**config.mk**
```make
export PLATFORM = sky130hd
export DESIGN_NAME = pin_hold_wrap
export DESIGN_NICKNAME = d
export VERILOG_FILES = /design/src/rtl/pin_hold_wrap.sv
export SDC_FILE = /design/constraint.sdc
export NUM_CORES = 1
export LEC_CHECK = 0
export ABC_AREA = 1
export CAP_MARGIN = 10
export CORE_UTILIZATION = 49
export CTS_CLUSTER_DIAMETER = 120
export CTS_CLUSTER_SIZE = 20
export DETAILED_ROUTE_END_ITERATION = 16
export PLACE_DENSITY = 0.95
export SLEW_MARGIN = 20
export SYNTH_ARGS = -nofsm -noshare
export SYNTH_HDL_FRONTEND = slang
export SYNTH_SLANG_ARGS = --single-unit
```
**constraint.sdc**
```tcl
create_clock -name clk -period 2.1 [get_ports clk]
set_input_delay 0.315 -clock clk [delete_from_list [all_inputs] [get_ports clk]]
set_output_delay 0.315 -clock clk [all_outputs]
set_load 0.005 [all_outputs]
```
**src/rtl/pin_hold_wrap.sv**
```systemverilog
module pin_hold_wrap #(
  parameter int N      = 4,
  parameter int PD_IDX = 3,
  parameter int CW     = 8
) (
  input  logic          clk,
  input  logic          rst_n,
  input  logic          cfg_pd_en,
  input  logic [N-1:0]  cfg_keep_en,
  input  logic [CW-1:0] cfg_idle_limit,
  input  logic          pd_pin,
  input  logic [N-1:0]  pin_in,
  input  logic [N-1:0]  pin_drv,
  input  logic [N-1:0]  core_out,
  input  logic [N-1:0]  core_oe,
  output logic [N-1:0]  in_held,
  output logic [N-1:0]  out_val,
  output logic [N-1:0]  out_en,
  output logic          standby
);
  localparam logic [N-1:0] PD_BIT = {{(N-1){1'b0}}, 1'b1} << PD_IDX;

  logic [N-1:0]  kept_q, in_q, out_q, oe_q, pin_mask, eff;
  logic [CW-1:0] cnt_q;
  logic          hold, act;

  assign hold     = cfg_pd_en & pd_pin;
  assign pin_mask = cfg_pd_en ? ~PD_BIT : '1;
  assign eff      = ((pin_drv & pin_in) | (~pin_drv & cfg_keep_en & kept_q)) & pin_mask;
  assign act      = !hold && (eff != in_q);

  always_ff @(posedge clk or negedge rst_n)
    if (!rst_n) begin
      kept_q <= '0;
      in_q   <= '0;
      out_q  <= '0;
      oe_q   <= '0;
    end else if (!hold) begin
      kept_q <= (pin_drv & pin_in) | (~pin_drv & kept_q);
      in_q   <= eff;
      out_q  <= core_out;
      oe_q   <= core_oe;
    end

  always_ff @(posedge clk or negedge rst_n)
    if (!rst_n)          cnt_q <= '0;
    else if (act)        cnt_q <= '0;
    else if (cnt_q != '1) cnt_q <= cnt_q + 1'b1;

  assign in_held = in_q;
  assign out_val = out_q;
  assign out_en  = oe_q & pin_mask;
  assign standby = cnt_q >= cfg_idle_limit;

  // a sampled power-down request freezes every held register
  a_r3_freeze: assert property (@(posedge clk) disable iff (!rst_n)
    hold |=> ($stable(in_q) && $stable(out_q) && $stable(oe_q)));

  // an input change drops the standby flag
  a_r8_clear: assert property (@(posedge clk) disable iff (!rst_n)
    act |=> (!standby || cfg_idle_limit == '0));

  // without activity an asserted standby stays asserted
  a_r8_stay: assert property (@(posedge clk) disable iff (!rst_n)
    (!act && standby) |=> (standby || !$stable(cfg_idle_limit)));

  for (genvar i = 0; i < N; i++) begin : g_keep
    // a floating pin with its keeper on reports the kept level
    a_r6_keeper: assert property (@(posedge clk) disable iff (!rst_n)
      (!hold && !pin_drv[i] && cfg_keep_en[i] && !(cfg_pd_en && i == PD_IDX))
      |=> (in_q[i] == $past(kept_q[i])));
  end
endmodule

```
==> results.json, run 1 <==
{
  "worstMarginPinSlew_ns": 0.353,
  "cts_tree": "yes",
  "cts_resized": 4,
  "grt-ovfl-total": 0,
  "multiInputGateArea_um2": 716,
  "drive_gt1_share_pct": 17.5,
  "grt_pass1_vias": 1281,
  "nFillCells": 189,
  "startpoint_type": "primary input",
  "finalHoldViolCount": 0,
  "critPathArrivalTime_ns": 1.65,
  "vias_per_cell": 5.14,
  "initial_core_util_pct": 51.3,
  "ys_warn_count": 0,
  "clock-sinks": 24,
  "status": "complete, no violations",
  "post_cts_buffers": 0,
  "port_buffers": 44,
  "coreArea_um2": 2760,
  "final_common_cell": "clkdlybuf4s50_1",
  "nets": 254,
  "rows": 19,
  "p_comb_share_pct": 24.6,
  "yosys.area.top_type": "dfrtp_1",
  "met1_length_um": 1320,
  "cp-end-kind": "output pin",
  "dp.cells": 239,
  "synth_cell_type_count": 24,
  "diodes": 0,
  "drt-total-wl_um": 3110,
  "yosys.area.top_type_share_pct": 42.4,
  "slowest_delay_ns": 0.46,
  "wl_per_cell_um": 12.8,
  "stdcell_count": 243,
  "post-route-util_pct": 71.7,
  "fin_skew_ns": 0.00320,
  "place_congestion": 0.768,
  "power_density_nw_per_um2": 575,
  "p_int_mw": 0.854,
  "synth_cells": 163,
  "setup_ws_ns": 0.131,
  "slowest_stage": "clkdlybuf4s50_1",
  "regArea_um2": 601,
  "synth_ff_type": "dfrtp_1",
  "cts_hold_buf": 0,
  "path_class": "in2out",
  "hold_slack_ns": 0.335,
  "postSynthNetCount": 204,
  "numCtsBuffers": 3,
  "ant_nets": 0,
  "hp-class": "in2async",
  "die_width_um": 55.7,
  "max_slew_margin_pct": 76.4,
  "die_y_um": 55.7,
  "fmax_mhz": 508,
  "drc_errors": 0,
  "first_iter_violations": 30,
  "synth_edf_count": 0,
  "vdd_drop_max_v": 0.000487,
  "crit_chain": "clkdlybuf4s50_1 -> inv_1 -> ha_1 -> nand2_1 -> nor2_2 -> nand4_1 -> o2111ai_1 -> clkbuf_2",
  "p_sw_share_pct": 24.9,
  "grt_max_degree": 25,
  "yosysSeqAreaShare_pct": 42.4,
  "drt_first_pass_iters": 5,
  "wl_met2_um": 1600,
  "netlist_area_um2": 1420,
  "highest_layer": "met4",
  "grt_usage_pct": 21.7,
  "routed-via-count": 1248,
  "synth-async-reset-ratio_pct": 100,
  "p_switching_mw": 0.283,
  "clkTransAtPathRegs_ns": 0.13,
  "cts_buffer_depth": 2,
  "power_frac_seq_pct": 46.5,
  "htree_levels": 1,
  "leakagePower_nw": 0.966,
  "critPathBufInv": 3,
  "grt_pass1_wl_um": 5320,
  "critPathRequiredTime_ns": 1.78,
  "maxCapViolCount": 0,
  "slew_violations": 0,
  "cpLargestDelayFamily": "buffers and inverters",
  "area_growth_pct": 39.8,
  "avgSynthCellArea_um2": 8.68,
  "synth_seq_cells": 24,
  "final_cell_mix": "clkdlybuf4s50_1 (43), nand2_1 (38), dfrtp_1 (24)",
  "clk_latency_ns": 0.31,
  "dieArea_um2": 3110,
  "clockRootBuffer": "clkbuf_4",
  "pre_cts_ws_ns": -0.282,
  "fin_crit_ns": 1.97,
  "rsz0062_at_grt": "no",
  "cp_max_fo": 2,
  "yosys-top-cells-area": "dfrtp_1 (42%), nand2_1 (10%), ha_1 (8.0%)",
  "setup_viol": 0,
  "wl_met3_um": 125,
  "num_io_pins": 45,
  "hpwl_um": 2330,
  "pwr-share-clk_pct": 28.9,
  "antenna_found_initial": 0,
  "period_share_pct": 93.7
}
-- cell type report --
class,count,area share [%]
Timing Repair Buffer,50,24.3
Multi-Input combinational cell,110,36.2
Inverter,24,4.55
Tap cell,31,1.96
Sequential cell,24,30.4
Clock inverter,1,1.52
Clock buffer,3,1.14
-- cells in the mapped netlist (2+ instances only) --
library cell,instances
inv_1,22
nand2_1,38
buf_4,3
nand3_2,3
nand2_2,4
o21ai_0,9
xor2_1,3
nand4_1,2
a21oi_1,12
mux2_2,10
ha_1,9
dfrtp_1,24
nor2_1,4
nand3_1,10
-- power by group through the flow --
stage | Clock, mW | Sequential (mW) | Combinational [mW]
final | 0.329 | 0.528 | 0.280
after global routing | 0.357 | 0.533 | 0.310
after CTS | 0.333 | 0.528 | 0.281
after detailed placement | 0 | 0.535 | 0.271
after global placement | 0 | 0.532 | 0.259
after floorplan | 0 | 0.531 | 0.130
-- metal layers --
layer	up-vias	global-route usage, %
met2	41	38.6
li1	628	-
met4	0	9.29
met3	11	3.26
met1	568	26.0
met5	-	0
-- kinds of logic after synthesis --
| kind of cell | synth area share, % |
|---|---|
| simple gates | 21.9 |
| xor+xnor | 1.86 |
| buf+inv | 8.58 |
| compound gates | 9.28 |
| fa+ha+maj | 7.96 |
| mux | 7.96 |
| flops | 42.4 |
-- through the flow --
step | power, mW | area (um2) | TNS [ns]
after global routing | 1.20 | 1980 | 0
final | 1.14 | 1980 | 0
after floorplan | 0.661 | 1420 | 0
after global placement | 0.791 | 1910 | -0.208
after detailed placement | 0.806 | 1910 | -0.282
after CTS | 1.14 | 1980 | 0
-- final timing paths --
path / startpoint / slack (ns) / to / depth (start not counted)
max: cfg_idle_limit[7] / 0.13 / standby / 8
min: rst_n / 0.34 / oe_q[0]$_DFFE_PN0N_ / 2
max reg2reg: cnt_q[1]$_DFFE_PN0P_ / 0.60 / cnt_q[1]$_DFFE_PN0P_ / 8
min reg2reg: oe_q[2]$_DFFE_PN0N_ / 0.52 / oe_q[2]$_DFFE_PN0N_ / 1
max in group asynchronous: rst_n / 1.54 / in_held[0]$_DFFE_PN0N_ / 2
min in group clk: oe_q[2]$_DFFE_PN0N_ / 0.52 / oe_q[2]$_DFFE_PN0N_ / 1
Note: power is estimated with default switching activity, not from simulation.
==> run 2, diff against run 1 <==
Settings changed: ABC_AREA 1 to unset, CORE_UTILIZATION 49 to 50, SLEW_MARGIN 20 to unset.
==> run 2 against run 1 <==
  * Synthesized cell count down 14%
  * Hold slack about the same
  * Global-route usage up 0.69 points
  * Clock skew down 0.0013 ns
  * Wire length up 11%
  * Fmax down 4.1%
  * Combinational power about the same
  * Die area up 1.8%
  * Via count up 0.64%
  * First-iteration DRC count down 37%
  * Critical endpoint unchanged
==> results.json, run 2 <==
{
  "final_common_cell": "clkdlybuf4s50_1",
  "final_cell_mix": "clkdlybuf4s50_1 (41), dfrtp_1 (23), a21oi_1 (14)",
  "htree_levels": 1,
  "cp_max_fo": 2,
  "nFillCells": 190,
  "vias_per_cell": 5.68,
  "ant_nets": 0,
  "routed-via-count": 1256,
  "synth-async-reset-ratio_pct": 100,
  "fin_crit_ns": 2.05,
  "fin_skew_ns": 0.00193,
  "slowest_stage": "clkdlybuf4s50_1",
  "synth_cell_type_count": 36,
  "power_frac_seq_pct": 46.0,
  "critPathArrivalTime_ns": 1.74,
  "drc_errors": 0,
  "period_share_pct": 97.8,
  "hp-class": "in2async",
  "synth_ff_type": "dfrtp_1",
  "diodes": 0,
  "hold_slack_ns": 0.335,
  "leakagePower_nw": 0.928,
  "slew_violations": 0,
  "dp.cells": 213,
  "grt_pass1_wl_um": 5550,
  "clkTransAtPathRegs_ns": 0.14,
  "num_io_pins": 45,
  "pre_cts_ws_ns": -0.304,
  "regArea_um2": 602,
  "post-route-util_pct": 74.7,
  "p_total_mw": 1.14,
  "rows": 19,
  "p_comb_share_pct": 24.4,
  "hpwl_um": 2580,
  "critPathRequiredTime_ns": 1.78,
  "synth.most_common_cell": "dfrtp_1",
  "wl_per_cell_um": 15.7,
  "drt-total-wl_um": 3460,
  "path_class": "in2out",
  "clock-sinks": 24,
  "cts_buffer_depth": 2,
  "synth_edf_count": 0,
  "cp-end-kind": "output pin",
  "status": "complete, no violations",
  "nets": 232,
  "yosys.area.top_type_share_pct": 40.8,
  "synthTopCellsByCount": "dfrtp_1 (24), a21oi_1 (15), nand2_1 (11), inv_1 (10), ha_1 (9)",
  "first_iter_violations": 19,
  "stdcell_count": 221,
  "die_width_um": 56.2,
  "rsz0062_at_grt": "yes",
  "grt-ovfl-total": 0,
  "postSynthNetCount": 181,
  "antenna_found_initial": 0,
  "yosys.area.top_type": "dfrtp_1",
  "fmax_mhz": 487,
  "yosys-top-cells-area": "dfrtp_1 (41%), ha_1 (7.7%), mux2_2 (6.1%)",
  "p_switching_mw": 0.286,
  "maxCapViolCount": 0,
  "p_sw_share_pct": 25.0,
  "grt_usage_pct": 22.4,
  "vdd_drop_max_v": 0.000662,
  "pwr-share-clk_pct": 29.5,
  "grt_pass1_vias": 1207,
  "crit_chain": "clkdlybuf4s50_1 -> inv_1 -> ha_4 -> nand3_1 -> o31a_1 -> o21ai_1 -> buf_2",
  "worstMarginPinSlew_ns": 0.328,
  "clk_latency_ns": 0.32,
  "drive_gt1_share_pct": 19.5,
  "startpoint_type": "primary input",
  "netlist_area_um2": 1470,
  "drt_first_pass_iters": 4,
  "port_buffers": 44,
  "initial_core_util_pct": 52.9,
  "setup_ws_ns": 0.0469,
  "coreArea_um2": 2780,
  "area_growth_pct": 41.2,
  "place_congestion": 0.800,
  "dieArea_um2": 3160,
  "power_density_nw_per_um2": 551,
  "slowest_delay_ns": 0.45,
  "yosysSeqAreaShare_pct": 40.8,
  "synth_cells": 140,
  "grt_max_degree": 25,
  "p_int_mw": 0.859,
  "finalHoldViolCount": 0,
  "max_slew_margin_pct": 78.1,
  "clockRootBuffer": "clkbuf_4",
  "setup_viol": 0,
  "multiInputGateArea_um2": 855,
  "die_y_um": 56.2,
  "avgSynthCellArea_um2": 10.5,
  "synth_seq_cells": 24,
  "cts_tree": "yes",
  "cts_hold_buf": 0,
  "numCtsBuffers": 3,
  "ys_warn_count": 0
}
-- run 2: metrics by stage --
step	TNS [ns]	instance area, um2
after floorplan	0	1470
after global placement	-0.259	1940
after detailed placement	-0.304	1940
after CTS	0	2000
after global routing	-0.0484	2080
final	0	2080
-- run 2: cell type report --
type,instances,share of cell area [%]
Clock buffer,3,1.08
Clock inverter,1,1.44
Inverter,10,1.81
Multi-Input combinational cell,101,41.1
Sequential cell,24,29.0
Tap cell,31,1.87
Timing Repair Buffer,51,23.7
-- run 2: path summary, 6_finish.rpt --
| path | startpoint | endpoint | slack [ns] | cells past startpoint |
|---|---|---|---|---|
| max in group asynchronous | rst_n | cnt_q[5]$_DFFE_PN0P_ | 1.51 | 2 |
| min in group clk | oe_q[2]$_DFFE_PN0N_ | oe_q[2]$_DFFE_PN0N_ | 0.51 | 1 |
| max reg2reg | cnt_q[4]$_DFFE_PN0P_ | cnt_q[1]$_DFFE_PN0P_ | 0.59 | 5 |
| max | cfg_idle_limit[4] | standby | 0.05 | 7 |
| min | rst_n | in_held[3]$_DFFE_PN0N_ | 0.33 | 2 |
| min reg2reg | oe_q[2]$_DFFE_PN0N_ | oe_q[2]$_DFFE_PN0N_ | 0.51 | 1 |
-- run 2: cell families after synthesis --
| logic type | after synthesis | share of synthesized area (%) |
|---|---|---|
| buffers and inverters | 15 | 4.76 |
| AO/OA/AOI/OAI | 34 | 18.3 |
| multiplexers | 15 | 11.2 |
| flip-flops | 24 | 40.8 |
| XOR/XNOR | 4 | 2.38 |
| AND/OR/NAND/NOR | 39 | 14.9 |
| adder cells (fa/ha/maj) | 9 | 7.65 |
-- run 2: timing repair --
action | in CTS | in global routing
buffers inserted | 1 | 3
resized for setup | 7 | 8
pin swaps | 0 | 5
setup endpoints to repair | 1 | 1
-- run 2: per-layer routing --
| metal | GRT usage (%) | vias to the layer above | part of all wire [%] |
|---|---|---|---|
| met5 | 0 | - | 0 |
| met4 | 3.83 | 0 | 1.4 |
| met3 | 6.51 | 8 | 5.0 |
| met2 | 41.8 | 35 | 57 |
| met1 | 25.4 | 606 | 37 |
| li1 | - | 607 | - |
-- run 2: worst max-delay path, delay by kind of cell --
family | cells | cell delay [ns]
fa+ha+maj | 1 | 0.26
simple gates | 1 | 0.07
buf+inv | 3 | 0.65
compound gates | 2 | 0.44
-- run 2: power by group through the flow --
stage	registers (mW)	clock network [mW]	logic [mW]
after detailed placement	0.535	0	0.259
after CTS	0.526	0.345	0.265
final	0.527	0.338	0.280
after floorplan	0.531	0	0.125
after global placement	0.531	0	0.246
after global routing	0.531	0.358	0.302
==> run 3, diff against run 2 <==
Settings changed: PLACE_DENSITY 0.95 to 0.86.
==> run 3 against run 2 <==
  * Wire length decreased by 1.4%
  * Register-to-register slack got worse by 0.09 ns
  * Count of clock-buffer cells in the layout unchanged
  * Hold slack worse by 0.014 ns
==> results.json, run 3 (same netlist as run 2, synthesis figures left out) <==
{
  "path_depth": 7,
  "rr_worst_depth": 7,
  "grt_usage_pct": 23.4,
  "max_slew_margin_pct": 77.0,
  "ant_nets": 0,
  "finalHoldViolCount": 0,
  "reg2reg_setup_slack_ns": 0.50,
  "slowest_stage": "dfrtp_1",
  "path_class": "reg2out",
  "coreArea_um2": 2780,
  "initial_core_util_pct": 52.9,
  "drc_errors": 0,
  "die_y_um": 56.2,
  "period_share_pct": 97.4,
  "clock-sinks": 24,
  "leakagePower_nw": 0.922,
  "hpwl_um": 2690,
  "timing.rr.end": "cnt_q[1]$_DFFE_PN0P_",
  "place_congestion": 0.759,
  "post-route-util_pct": 75.0,
  "vias_per_cell": 5.70,
  "dieArea_um2": 3160,
  "startpoint_type": "register",
  "cp-end-kind": "output pin",
  "cp_max_fo": 2,
  "antenna_found_initial": 0,
  "power_density_nw_per_um2": 552,
  "nFillCells": 215,
  "cts_buffer_depth": 2,
  "drt-total-wl_um": 3410,
  "routed-via-count": 1271,
  "cts_tree": "yes",
  "fmax_mhz": 489,
  "hp-class": "in2async",
  "final_cell_mix": "clkdlybuf4s50_1 (43), dfrtp_1 (24), a21oi_1 (14)",
  "critPathRequiredTime_ns": 1.78,
  "fin_crit_ns": 2.05,
  "clk_latency_ns": 0.33,
  "htree_levels": 1,
  "worstMarginPinSlew_ns": 0.345,
  "cpLargestDelayFamily": "compound AO/OA/AOI/OAI gates",
  "critPathBufInv": 2,
  "grt_pass1_wl_um": 5710,
  "wl_per_cell_um": 15.3,
  "crit_chain": "inv_2 -> ha_4 -> nand2b_4 -> a211oi_2 -> o31a_1 -> o21ai_1 -> buf_2",
  "rsz0062_at_grt": "yes",
  "slew_violations": 0,
  "drt_first_pass_iters": 4,
  "tns_ns": 0,
  "die_width_um": 56.2,
  "grt_max_degree": 25,
  "drive_gt1_share_pct": 19.3,
  "diodes": 0,
  "first_iter_violations": 32,
  "vdd_drop_max_v": 0.000579,
  "grt-ovfl-total": 0,
  "area_growth_pct": 41.8,
  "fin_skew_ns": 0.00731,
  "r2r_start": "cnt_q[0]$_DFFE_PN0P_",
  "num_io_pins": 45,
  "rows": 19,
  "status": "complete, no violations",
  "critPathArrivalTime_ns": 1.73,
  "numCtsBuffers": 3,
  "setup_viol": 0,
  "maxCapViolCount": 0,
  "grt_pass1_vias": 1342,
  "clockRootBuffer": "clkbuf_4",
  "nets": 234,
  "final_common_cell": "clkdlybuf4s50_1",
  "clkTransAtPathRegs_ns": 0.13,
  "port_buffers": 44,
  "slowest_delay_ns": 0.41
}
run 3: changes by cell type in the layout (fill, tap and decap cells not counted), sizes merged:
cell / before / now
buf: 8 / 10
clkdlybuf4s50: 41 / 43
dlymetal6s2s: 2 / 0
run 3: worst max-delay path by stage:
stage	startpoint	endpoint
6_report	cnt_q[0]$_DFFE_PN0P_	standby
3_3_place_gp	cfg_idle_limit[0]	standby
2_1_floorplan	cnt_q[0]$_DFFE_PN0P_	standby
4_1_cts	cfg_idle_limit[5]	standby
3_5_place_dp	cfg_idle_limit[4]	standby
5_1_grt	cnt_q[0]$_DFFE_PN0P_	standby
run 3: cell type report:
| class | count | area (um2) | share of cell area, % |
|---|---|---|---|
| Clock buffer | 3 | 22.5 | 1.08 |
| Clock inverter | 1 | 30.0 | 1.44 |
| Inverter | 10 | 37.5 | 1.80 |
| Multi-Input combinational cell | 101 | 855 | 40.9 |
| Sequential cell | 24 | 601 | 28.8 |
| Tap cell | 31 | 38.8 | 1.86 |
| Timing Repair Buffer | 53 | 503 | 24.1 |
run 3: where the power goes:
part,switching (mW),total [mW],internal (mW)
clock,0.144,0.338,0.193
combinational,0.113,0.288,0.175
sequential,0.0294,0.527,0.498
run 3: metal layers:
layer | track usage [%] | up-vias | wire length, um
met1 | 24.2 | 626 | 1310
met2 | 45.6 | 30 | 1920
li1 | - | 606 | -
met5 | 0 | - | 0
met3 | 5.12 | 9 | 103
met4 | 7.67 | 0 | 71
run 3: through the flow:
stage	hold slack, ns	std cells	total power, mW	cell area [um2]	setup WS [ns]
floorplan	0.0194	140	0.655	1470	0.555
global placement	0.468	213	0.778	1940	-0.258
detailed placement	0.483	213	0.797	1940	-0.295
CTS	0.314	220	1.15	2040	0.0814
global route	0.349	223	1.21	2090	-0.0456
finish	0.321	223	1.15	2090	0.0547
run 3: repair_timing:
action                                  4_1_cts  5_1_grt
hold buffers                                  0        0
buffers inserted                              3        3
pin swaps                                     5        4
endpoints found under the setup margin        1        1
resized for setup                             9        2
run 3: worst reg2reg max path, delay by kind of cell (launching register included):
kind | cells | cell delay, ns
DFF | 1 | 0.41
muxes | 1 | 0.22
buffers and inverters | 2 | 0.22
AOI/OAI and AO/OA | 1 | 0.05
and+or+nand+nor | 2 | 0.39
adders and majority gates | 1 | 0.20
